<file path="config.mk">
export PLATFORM = sky130hd
export DESIGN_NAME = spi_flash_map
export DESIGN_NICKNAME = d
export VERILOG_FILES = /design/src/rtl/sfm_pkg.sv /design/src/rtl/sfm_half_tick.sv /design/src/rtl/sfm_shift_engine.sv /design/src/rtl/spi_flash_map.sv
export SDC_FILE = /design/constraint.sdc
export NUM_CORES = 1
export LEC_CHECK = 0
export ABC_AREA = 1
export BUFFER_PORTS_ARGS = -buffer_cell sky130_fd_sc_hd__buf_2
export CAP_MARGIN = 20
export CELL_PAD_IN_SITES_DETAIL_PLACEMENT = 2
export CELL_PAD_IN_SITES_GLOBAL_PLACEMENT = 2
export CORE_MARGIN = 2
export CORE_UTILIZATION = 25
export DETAILED_ROUTE_END_ITERATION = 7
export HOLD_SLACK_MARGIN = 0.15
export MAX_ROUTING_LAYER = met4
export PLACE_DENSITY = 0.64
export SLEW_MARGIN = 25
export SYNTH_ARGS = -nofsm -noshare
export SYNTH_HDL_FRONTEND = slang
export SYNTH_SLANG_ARGS = --single-unit
</file>
<file path="constraint.sdc">
create_clock -name clk -period 2.09 [get_ports clk]
set_input_delay 0.209 -clock clk [delete_from_list [all_inputs] [get_ports clk]]
set_output_delay 0.209 -clock clk [all_outputs]
set_load 0.03 [all_outputs]
</file>
<file path="src/rtl/sfm_pkg.sv">
package sfm_pkg;

    localparam int SFM_ADDR_W  = 24;
    localparam int SFM_RX_W    = 32;
    localparam int SFM_FRAME_W = 8 + SFM_ADDR_W + SFM_RX_W;
    localparam int SFM_DIV_W   = 4;
    localparam int SFM_CNT_W   = $clog2(SFM_FRAME_W + 1);

    localparam logic [7:0] RD_OPC   = 8'h03;
    localparam logic [7:0] WAKE_OPC = 8'hAB;

    typedef enum logic [2:0] {
        S_INIT_GO,
        S_INIT_WAIT,
        S_IDLE,
        S_ROM_WAIT,
        S_USR_WAIT
    } sfm_state_e;

    typedef enum logic [1:0] {
        REG_CTRL = 2'd0,
        REG_STAT = 2'd1,
        REG_TX   = 2'd2,
        REG_RX   = 2'd3
    } sfm_reg_e;

    typedef struct packed {
        logic [SFM_DIV_W-1:0] div;
        logic                 ucs;
        logic                 ien;
        logic                 usrc;
    } sfm_ctrl_t;

    function automatic logic [31:0] pack_ctrl(input sfm_ctrl_t c);
        return {20'b0, c.div, 5'b0, c.ucs, c.ien, c.usrc};
    endfunction

    function automatic sfm_ctrl_t unpack_ctrl(input logic [31:0] w);
        sfm_ctrl_t c;
        c.div  = w[11:8];
        c.ucs  = w[2];
        c.ien  = w[1];
        c.usrc = w[0];
        return c;
    endfunction

endpackage

</file>
<file path="src/rtl/sfm_half_tick.sv">
module sfm_half_tick #(
    parameter int CW = 4
) (
    input  logic          clk,
    input  logic          rst,
    input  logic          run,
    input  logic [CW-1:0] reload,
    output logic          tick
);
    logic [CW-1:0] cnt;

    always_ff @(posedge clk) begin
        if (rst || !run) begin
            cnt <= reload;
        end else if (cnt == '0) begin
            cnt <= reload;
        end else begin
            cnt <= cnt - CW'(1);
        end
    end

    assign tick = run && (cnt == '0);
endmodule

</file>
<file path="src/rtl/sfm_shift_engine.sv">
module sfm_shift_engine #(
    parameter int FRAME_W = 64,
    parameter int RX_W    = 32,
    parameter int CNT_W   = 7
) (
    input  logic               clk,
    input  logic               rst,
    input  logic               start,
    input  logic [CNT_W-1:0]   nbits,
    input  logic [FRAME_W-1:0] frame,
    input  logic               tick,
    input  logic               miso,
    output logic               sck,
    output logic               mosi,
    output logic               active,
    output logic               done,
    output logic [RX_W-1:0]    rx
);
    logic [FRAME_W-2:0] sh;
    logic [CNT_W-1:0]   left;

    always_ff @(posedge clk) begin
        if (rst) begin
            sh     <= '0;
            left   <= '0;
            sck    <= 1'b0;
            mosi   <= 1'b0;
            active <= 1'b0;
            done   <= 1'b0;
            rx     <= '0;
        end else begin
            done <= 1'b0;
            if (!active) begin
                if (start) begin
                    active <= 1'b1;
                    sh     <= frame[FRAME_W-2:0];
                    left   <= nbits;
                    sck    <= 1'b0;
                    mosi   <= frame[FRAME_W-1];
                end
            end else if (tick) begin
                if (!sck) begin
                    sck <= 1'b1;
                    rx  <= {rx[RX_W-2:0], miso};
                end else begin
                    sck <= 1'b0;
                    if (left == CNT_W'(1)) begin
                        active <= 1'b0;
                        done   <= 1'b1;
                    end else begin
                        left <= left - CNT_W'(1);
                        mosi <= sh[FRAME_W-2];
                        sh   <= {sh[FRAME_W-3:0], 1'b0};
                    end
                end
            end
        end
    end
endmodule

</file>
<file path="src/rtl/spi_flash_map.sv">
module spi_flash_map
    import sfm_pkg::*;
#(
    parameter logic [SFM_DIV_W-1:0] DIV_RST = 4'd1
) (
    input  logic                  clk,
    input  logic                  rst,
    input  logic                  bus_req,
    input  logic                  bus_io,
    input  logic                  bus_we,
    input  logic [SFM_ADDR_W-1:0] bus_addr,
    input  logic [31:0]           bus_wdata,
    output logic                  bus_ready,
    output logic                  bus_err,
    output logic [31:0]           bus_rdata,
    output logic                  irq,
    output logic                  sck,
    output logic                  csn,
    output logic                  mosi,
    input  logic                  miso
);
    sfm_state_e st;
    sfm_ctrl_t  ctl;
    sfm_reg_e   reg_sel;

    logic        done_flag, init_done, err_flag, usr_mode, busy;
    logic [7:0]  rx_byte;
    logic        rsp_valid, rsp_err;
    logic [31:0] rsp_data, rd_word;

    logic take, take_rom, take_io, rom_bad, rom_go, tx_go, init_go, pending;
    logic                   eng_start, eng_active, eng_done, eng_tick, eng_sck, eng_mosi;
    logic [SFM_CNT_W-1:0]   eng_nbits;
    logic [SFM_FRAME_W-1:0] eng_frame;
    logic [SFM_RX_W-1:0]    eng_rx;

    assign usr_mode = ctl.usrc;
    assign busy     = (st != S_IDLE);
    assign pending  = (st == S_ROM_WAIT);
    assign reg_sel  = sfm_reg_e'(bus_addr[3:2]);

    assign take     = bus_req && !rsp_valid && !pending;
    assign take_rom = take && !bus_io;
    assign take_io  = take && bus_io;
    assign rom_bad  = bus_we || !init_done || ctl.usrc || (st != S_IDLE);
    assign rom_go   = take_rom && !rom_bad;
    assign tx_go    = take_io && bus_we && (reg_sel == REG_TX) && ctl.usrc && (st == S_IDLE);
    assign init_go  = (st == S_INIT_GO);
    assign eng_start = init_go || rom_go || tx_go;

    always_comb begin
        eng_nbits = SFM_CNT_W'(8);
        if (init_go) begin
            eng_frame = {WAKE_OPC, {(SFM_FRAME_W-8){1'b0}}};
        end else if (rom_go) begin
            eng_frame = {RD_OPC, bus_addr, {SFM_RX_W{1'b0}}};
            eng_nbits = SFM_CNT_W'(SFM_FRAME_W);
        end else begin
            eng_frame = {bus_wdata[7:0], {(SFM_FRAME_W-8){1'b0}}};
        end
    end

    always_comb begin
        case (reg_sel)
            REG_CTRL: rd_word = pack_ctrl(ctl);
            REG_STAT: rd_word = {28'b0, err_flag, init_done, done_flag, busy};
            REG_RX:   rd_word = {24'b0, rx_byte};
            default:  rd_word = '0;
        endcase
    end

    sfm_half_tick #(.CW(SFM_DIV_W)) u_tick (
        .clk    (clk),
        .rst    (rst),
        .run    (eng_active),
        .reload (ctl.div),
        .tick   (eng_tick)
    );

    sfm_shift_engine #(
        .FRAME_W (SFM_FRAME_W),
        .RX_W    (SFM_RX_W),
        .CNT_W   (SFM_CNT_W)
    ) u_eng (
        .clk    (clk),
        .rst    (rst),
        .start  (eng_start),
        .nbits  (eng_nbits),
        .frame  (eng_frame),
        .tick   (eng_tick),
        .miso   (miso),
        .sck    (eng_sck),
        .mosi   (eng_mosi),
        .active (eng_active),
        .done   (eng_done),
        .rx     (eng_rx)
    );

    always_ff @(posedge clk) begin
        if (rst) begin
            st        <= S_INIT_GO;
            ctl       <= '{div: DIV_RST, ucs: 1'b0, ien: 1'b0, usrc: 1'b0};
            done_flag <= 1'b0;
            init_done <= 1'b0;
            err_flag  <= 1'b0;
            rx_byte   <= '0;
            rsp_valid <= 1'b0;
            rsp_err   <= 1'b0;
            rsp_data  <= '0;
        end else begin
            rsp_valid <= 1'b0;
            rsp_err   <= 1'b0;
            rsp_data  <= '0;
            case (st)
                S_INIT_GO:   st <= S_INIT_WAIT;
                S_INIT_WAIT: if (eng_done) begin
                    init_done <= 1'b1;
                    st        <= S_IDLE;
                end
                S_ROM_WAIT:  if (eng_done) begin
                    rsp_valid <= 1'b1;
                    rsp_data  <= eng_rx;
                    st        <= S_IDLE;
                end
                S_USR_WAIT:  if (eng_done) begin
                    done_flag <= 1'b1;
                    rx_byte   <= eng_rx[7:0];
                    st        <= S_IDLE;
                end
                default: begin
                    if (rom_go)     st <= S_ROM_WAIT;
                    else if (tx_go) st <= S_USR_WAIT;
                end
            endcase

            if (take_rom && rom_bad) begin
                rsp_valid <= 1'b1;
                rsp_err   <= 1'b1;
                err_flag  <= 1'b1;
            end

            if (take_io) begin
                rsp_valid <= 1'b1;
                if (!bus_we) rsp_data <= rd_word;
                if (bus_we && reg_sel == REG_CTRL) ctl <= unpack_ctrl(bus_wdata);
                if (bus_we && reg_sel == REG_STAT) begin
                    if (bus_wdata[1]) done_flag <= 1'b0;
                    if (bus_wdata[3]) err_flag  <= 1'b0;
                end
            end
        end
    end

    assign bus_ready = rsp_valid;
    assign bus_err   = rsp_err;
    assign bus_rdata = rsp_data;
    assign irq       = done_flag && ctl.ien;
    assign sck       = eng_sck;
    assign mosi      = eng_mosi;
    assign csn       = !((st == S_INIT_WAIT) || (st == S_ROM_WAIT) || (ctl.usrc && ctl.ucs));
endmodule

</file>
==> impl_results.md <==
* Die Ht at between 150 and 200 um
* TritonCTS clock tree: yes
* Input/output buffers at 79
* Seq/Total Area, Yosys at 47.0%
* Crit path launch type: flop
* CORE AREA at around 22000 um^2
* Die area at 23900 um^2
* Initial DRC count at around 180
* Vias at 5364
* Final Skew at around 0.013 ns
* Worst hold path type: input pin to flop
* Syn_area_per_cell at 7.34 um^2
* I/O pin cnt at 100
* End point of the critical path: u_eng.sh[56]$_SDFFE_PP0P_
* Antenna violations before repair at 0
* Asr flop ratio synth at 0%
* Synth Cell Area at 5670 um^2
* Cell count after synthesis at 772
* Primary flip-flop cell chosen by synthesis mapping: dfxtp_1
* Min cycle time layout at 1.88 ns
* Synth Area in Compound Gates at between 15 and 20%
* Synth Area in Simple Gates at between 20% and 30%
* Max Cap Violations at 0
* Share of cells above drive strength 1 at approximately a fifth
* Finished Core Util at a little under a third
* Largest net degree at the start of global routing at 60
* Die width at 155 um
* Xor and xnor fraction of the mapped netlist area at less than 1%
* First-pass GRT wire length at 30300 um
* Critical path class: flop to flop
* Critical path launch point: st[1]$_SDFFE_PP0P_
* Adder-cell area share of the yosys netlist at less than 1%
* GRT Total Usage at between 15 and 20%
* Status: finished clean
* Largest family of logic cells by synthesized area: simple AND/OR/NAND/NOR gates
* DR pass1 iterations at 4
* Final Hold Viols at 0
* Slew Viols, Final at 0
* Post-DP HPWL at approximately 12000 um
* Setup TNS Final at 0 ns
* Peak VDD IR at about 0.48 mV
* Crit path max-delay family: simple AND/OR/NAND/NOR gates
* H-tree Lvls at 4
* RSZ-0062 raised after global routing: false
* Fmax at roughly 530 MHz
* Grt ovf at 0
* Register bit total from synthesis at roughly 130
* Crit path required time at about 2.4 ns
* Distinct cells, synth at 32
* Layout area overhead at 26.5%
* CP most frequent cell: nand2_2
* Clk slew on worst S/H paths at roughly 0.060 ns
* Ant diodes at 0
* Worst reg2reg endpoint: u_eng.sh[56]$_SDFFE_PP0P_
* Non-Filler Instances at 1155
* Arrival @ worst endpoint at roughly 2.2 ns
* Leakage at ~3.1 nW
* Period utilization at 89.9%
* CP max FO at 10
* Vias per cell at 4.64
* Post-synthesis mux area share at 0%
* Final Wtd Congestion at 0.770
* Crit-path max cell delay at ~0.43 ns
* Worst Path Buf+Inv at 2
* Yosys synthesis warning count at 0
* Most frequent cells in the layout: dfxtp_1, nor2_1, nand2_1
* Slowest cell on crit path: dfxtp_1
* Critical Path Stages at 11
* Worst Tran Pin Value at ~0.56 ns
* TritonCTS Sinks at about 130
* Buffer type at the clock tree root: clkbuf_16
* Cell Chain, Critical Path: inv_2 > nor3_4 > nand2_2 > nor2_8 > nor2_8 > nand2_2 > nand2_2 > buf_4 > nand2_2 > and2_1 > nor2_1
* Wire per inst at ~16 um
* Mapped Nets at ~840
* Initial Utilization at between 20% and 30%
* Rel. slew slack at 62.1%
* Pwr/cell area at 900 nW/um^2
* EDFF count, synth at 0
* Vias in the first global route at 5953
* Floorplan row count at 55
* Worst-case reg-to-reg path depth at 11
* Reg2Reg Setup Slack at 0.21 ns
* Number of CTS-inserted buffers at 17
* Crit. End Element: flop
* Drt drc at 0
* Final setup violation count at 0
* Routed WL at between 15000 and 20000 um
* Final #Nets at ~900
* Clock latency on the worst-skew pair at 0.42 ns
* RR Startpoint: st[1]$_SDFFE_PP0P_
* Most common cell after layout, fill and taps aside: dfxtp_1
* Clock Tree Buf Depth at 2
* Placed cell count at ~1100
* Antenna viol nets, final at 0
* Number of fill cells at roughly 2600
==> worst reg2reg max path, delay by kind of cell, from the launching register on <==
family,cells,cell delay (ns)
buf+inv,2,0.30
flops,1,0.43
simple gates,9,1.05
==> layer usage <==
metal / vias up / track usage, % / share of wire (%)
li1: 2666 / - / -
met3: 20 / 2.72 / 2.0
met1: 2614 / 19.5 / 46
met4: 0 / 4.85 / 1.7
met2: 64 / 28.0 / 50
met5: - / - / 0
==> where the power goes <==
group          total [W]  switching [W]  internal (W)
sequential       0.00272      0.0000641       0.00266
clock            0.00302        0.00132       0.00170
combinational   0.000708       0.000448      0.000260
total            0.00645        0.00184       0.00461
==> metrics by stage <==
stage / instance area (um^2) / setup WS [ns] / hold slack [ns] / total power, W
floorplan: 5670 / 0.386 / 0.310 / 0.00324
global placement: 6430 / 0.137 / 0.418 / 0.00342
detailed placement: 6430 / 0.0259 / 0.426 / 0.00347
CTS: 7150 / 0.00134 / 0.156 / 0.00657
global route: 7170 / 0.00275 / 0.188 / 0.00681
finish: 7170 / 0.212 / 0.158 / 0.00645
==> cell type report <==
cell class              instances  area [um^2]  share of cell area (%)
repair buffers                115          773                    10.8
clock buffers                  17          425                    5.93
inverters                      86          327                    4.55
clock inverters                15          161                    2.25
multi-input cells             504         2460                    34.4
flip-flops and latches        133         2660                    37.1
well taps                     285          357                    4.97
==> how the worst min path moves through the flow <==
stage,from,end,slack (ns),cells past startpoint
2_1_floorplan,bus_wdata[3],err_flag$_SDFF_PP0_,0.31,1
3_3_place_gp,u_eng.rx[31]$_SDFFE_PP0P_,bus_rdata[31]$_SDFF_PP0_,0.42,2
3_5_place_dp,bus_wdata[8],ctl[3]$_SDFFE_PP1P_,0.43,3
4_1_cts,bus_wdata[1],done_flag$_SDFF_PP0_,0.16,4
5_1_grt,bus_wdata[1],ctl[1]$_SDFFE_PP0P_,0.19,3
6_report,bus_wdata[1],done_flag$_SDFF_PP0_,0.16,4
==> cells in the mapped netlist (all sizes together), types with 2 or more instances <==
| cell | number | area share [%] |
|---|---|---|
| dfxtp | 133 | 47 |
| nor2 | 123 | 8.7 |
| nand2 | 107 | 7.2 |
| inv | 86 | 5.7 |
| nand3 | 85 | 7.8 |
| a21oi | 82 | 8.4 |
| o21ai | 70 | 6.2 |
| clkbuf | 29 | 1.9 |
| buf | 20 | 2.2 |
| nor3 | 9 | 0.99 |
| a31oi | 3 | 0.33 |
| a32oi | 3 | 0.46 |
| ha | 3 | 0.66 |
| o211ai | 3 | 0.40 |
| o22ai | 3 | 0.33 |
| a21boi | 2 | 0.26 |
| a22oi | 2 | 0.26 |
| and2 | 2 | 0.22 |
| nand3b | 2 | 0.26 |
| o221ai | 2 | 0.31 |
==> state kept, by name (all words and copies together) (netlist names) <==
register	cells
bus_err	1
bus_rdata	32
bus_ready	1
ctl	6
done_flag	1
err_flag	1
init_done	1
rx_byte	8
st	3
u_eng.active	1
u_eng.done	1
u_eng.left	7
u_eng.mosi	1
u_eng.rx	32
u_eng.sck	1
u_eng.sh	31
u_tick.cnt	4
usr_mode	1
==> repair_timing <==
action / in CTS / in global routing
hold buffers: 10 / 0
cloned: 0 / 0
resized for setup: 1 / 6
setup endpoints to repair: 1 / 49
setup buffers: 4 / 0
endpoints found under the hold margin: 10 / 0
==> kinds of logic (layout without fill, tap and decap cells) <==
kind of cell,Yosys count,count (layout)
flip-flops,133,133
AO/OA/AOI/OAI,170,170
XOR/XNOR,1,1
buffers and inverters,135,233
adder cells (fa/ha/maj),3,3
AND/OR/NAND/NOR,330,330
Note: power is estimated with default switching activity, not from simulation.
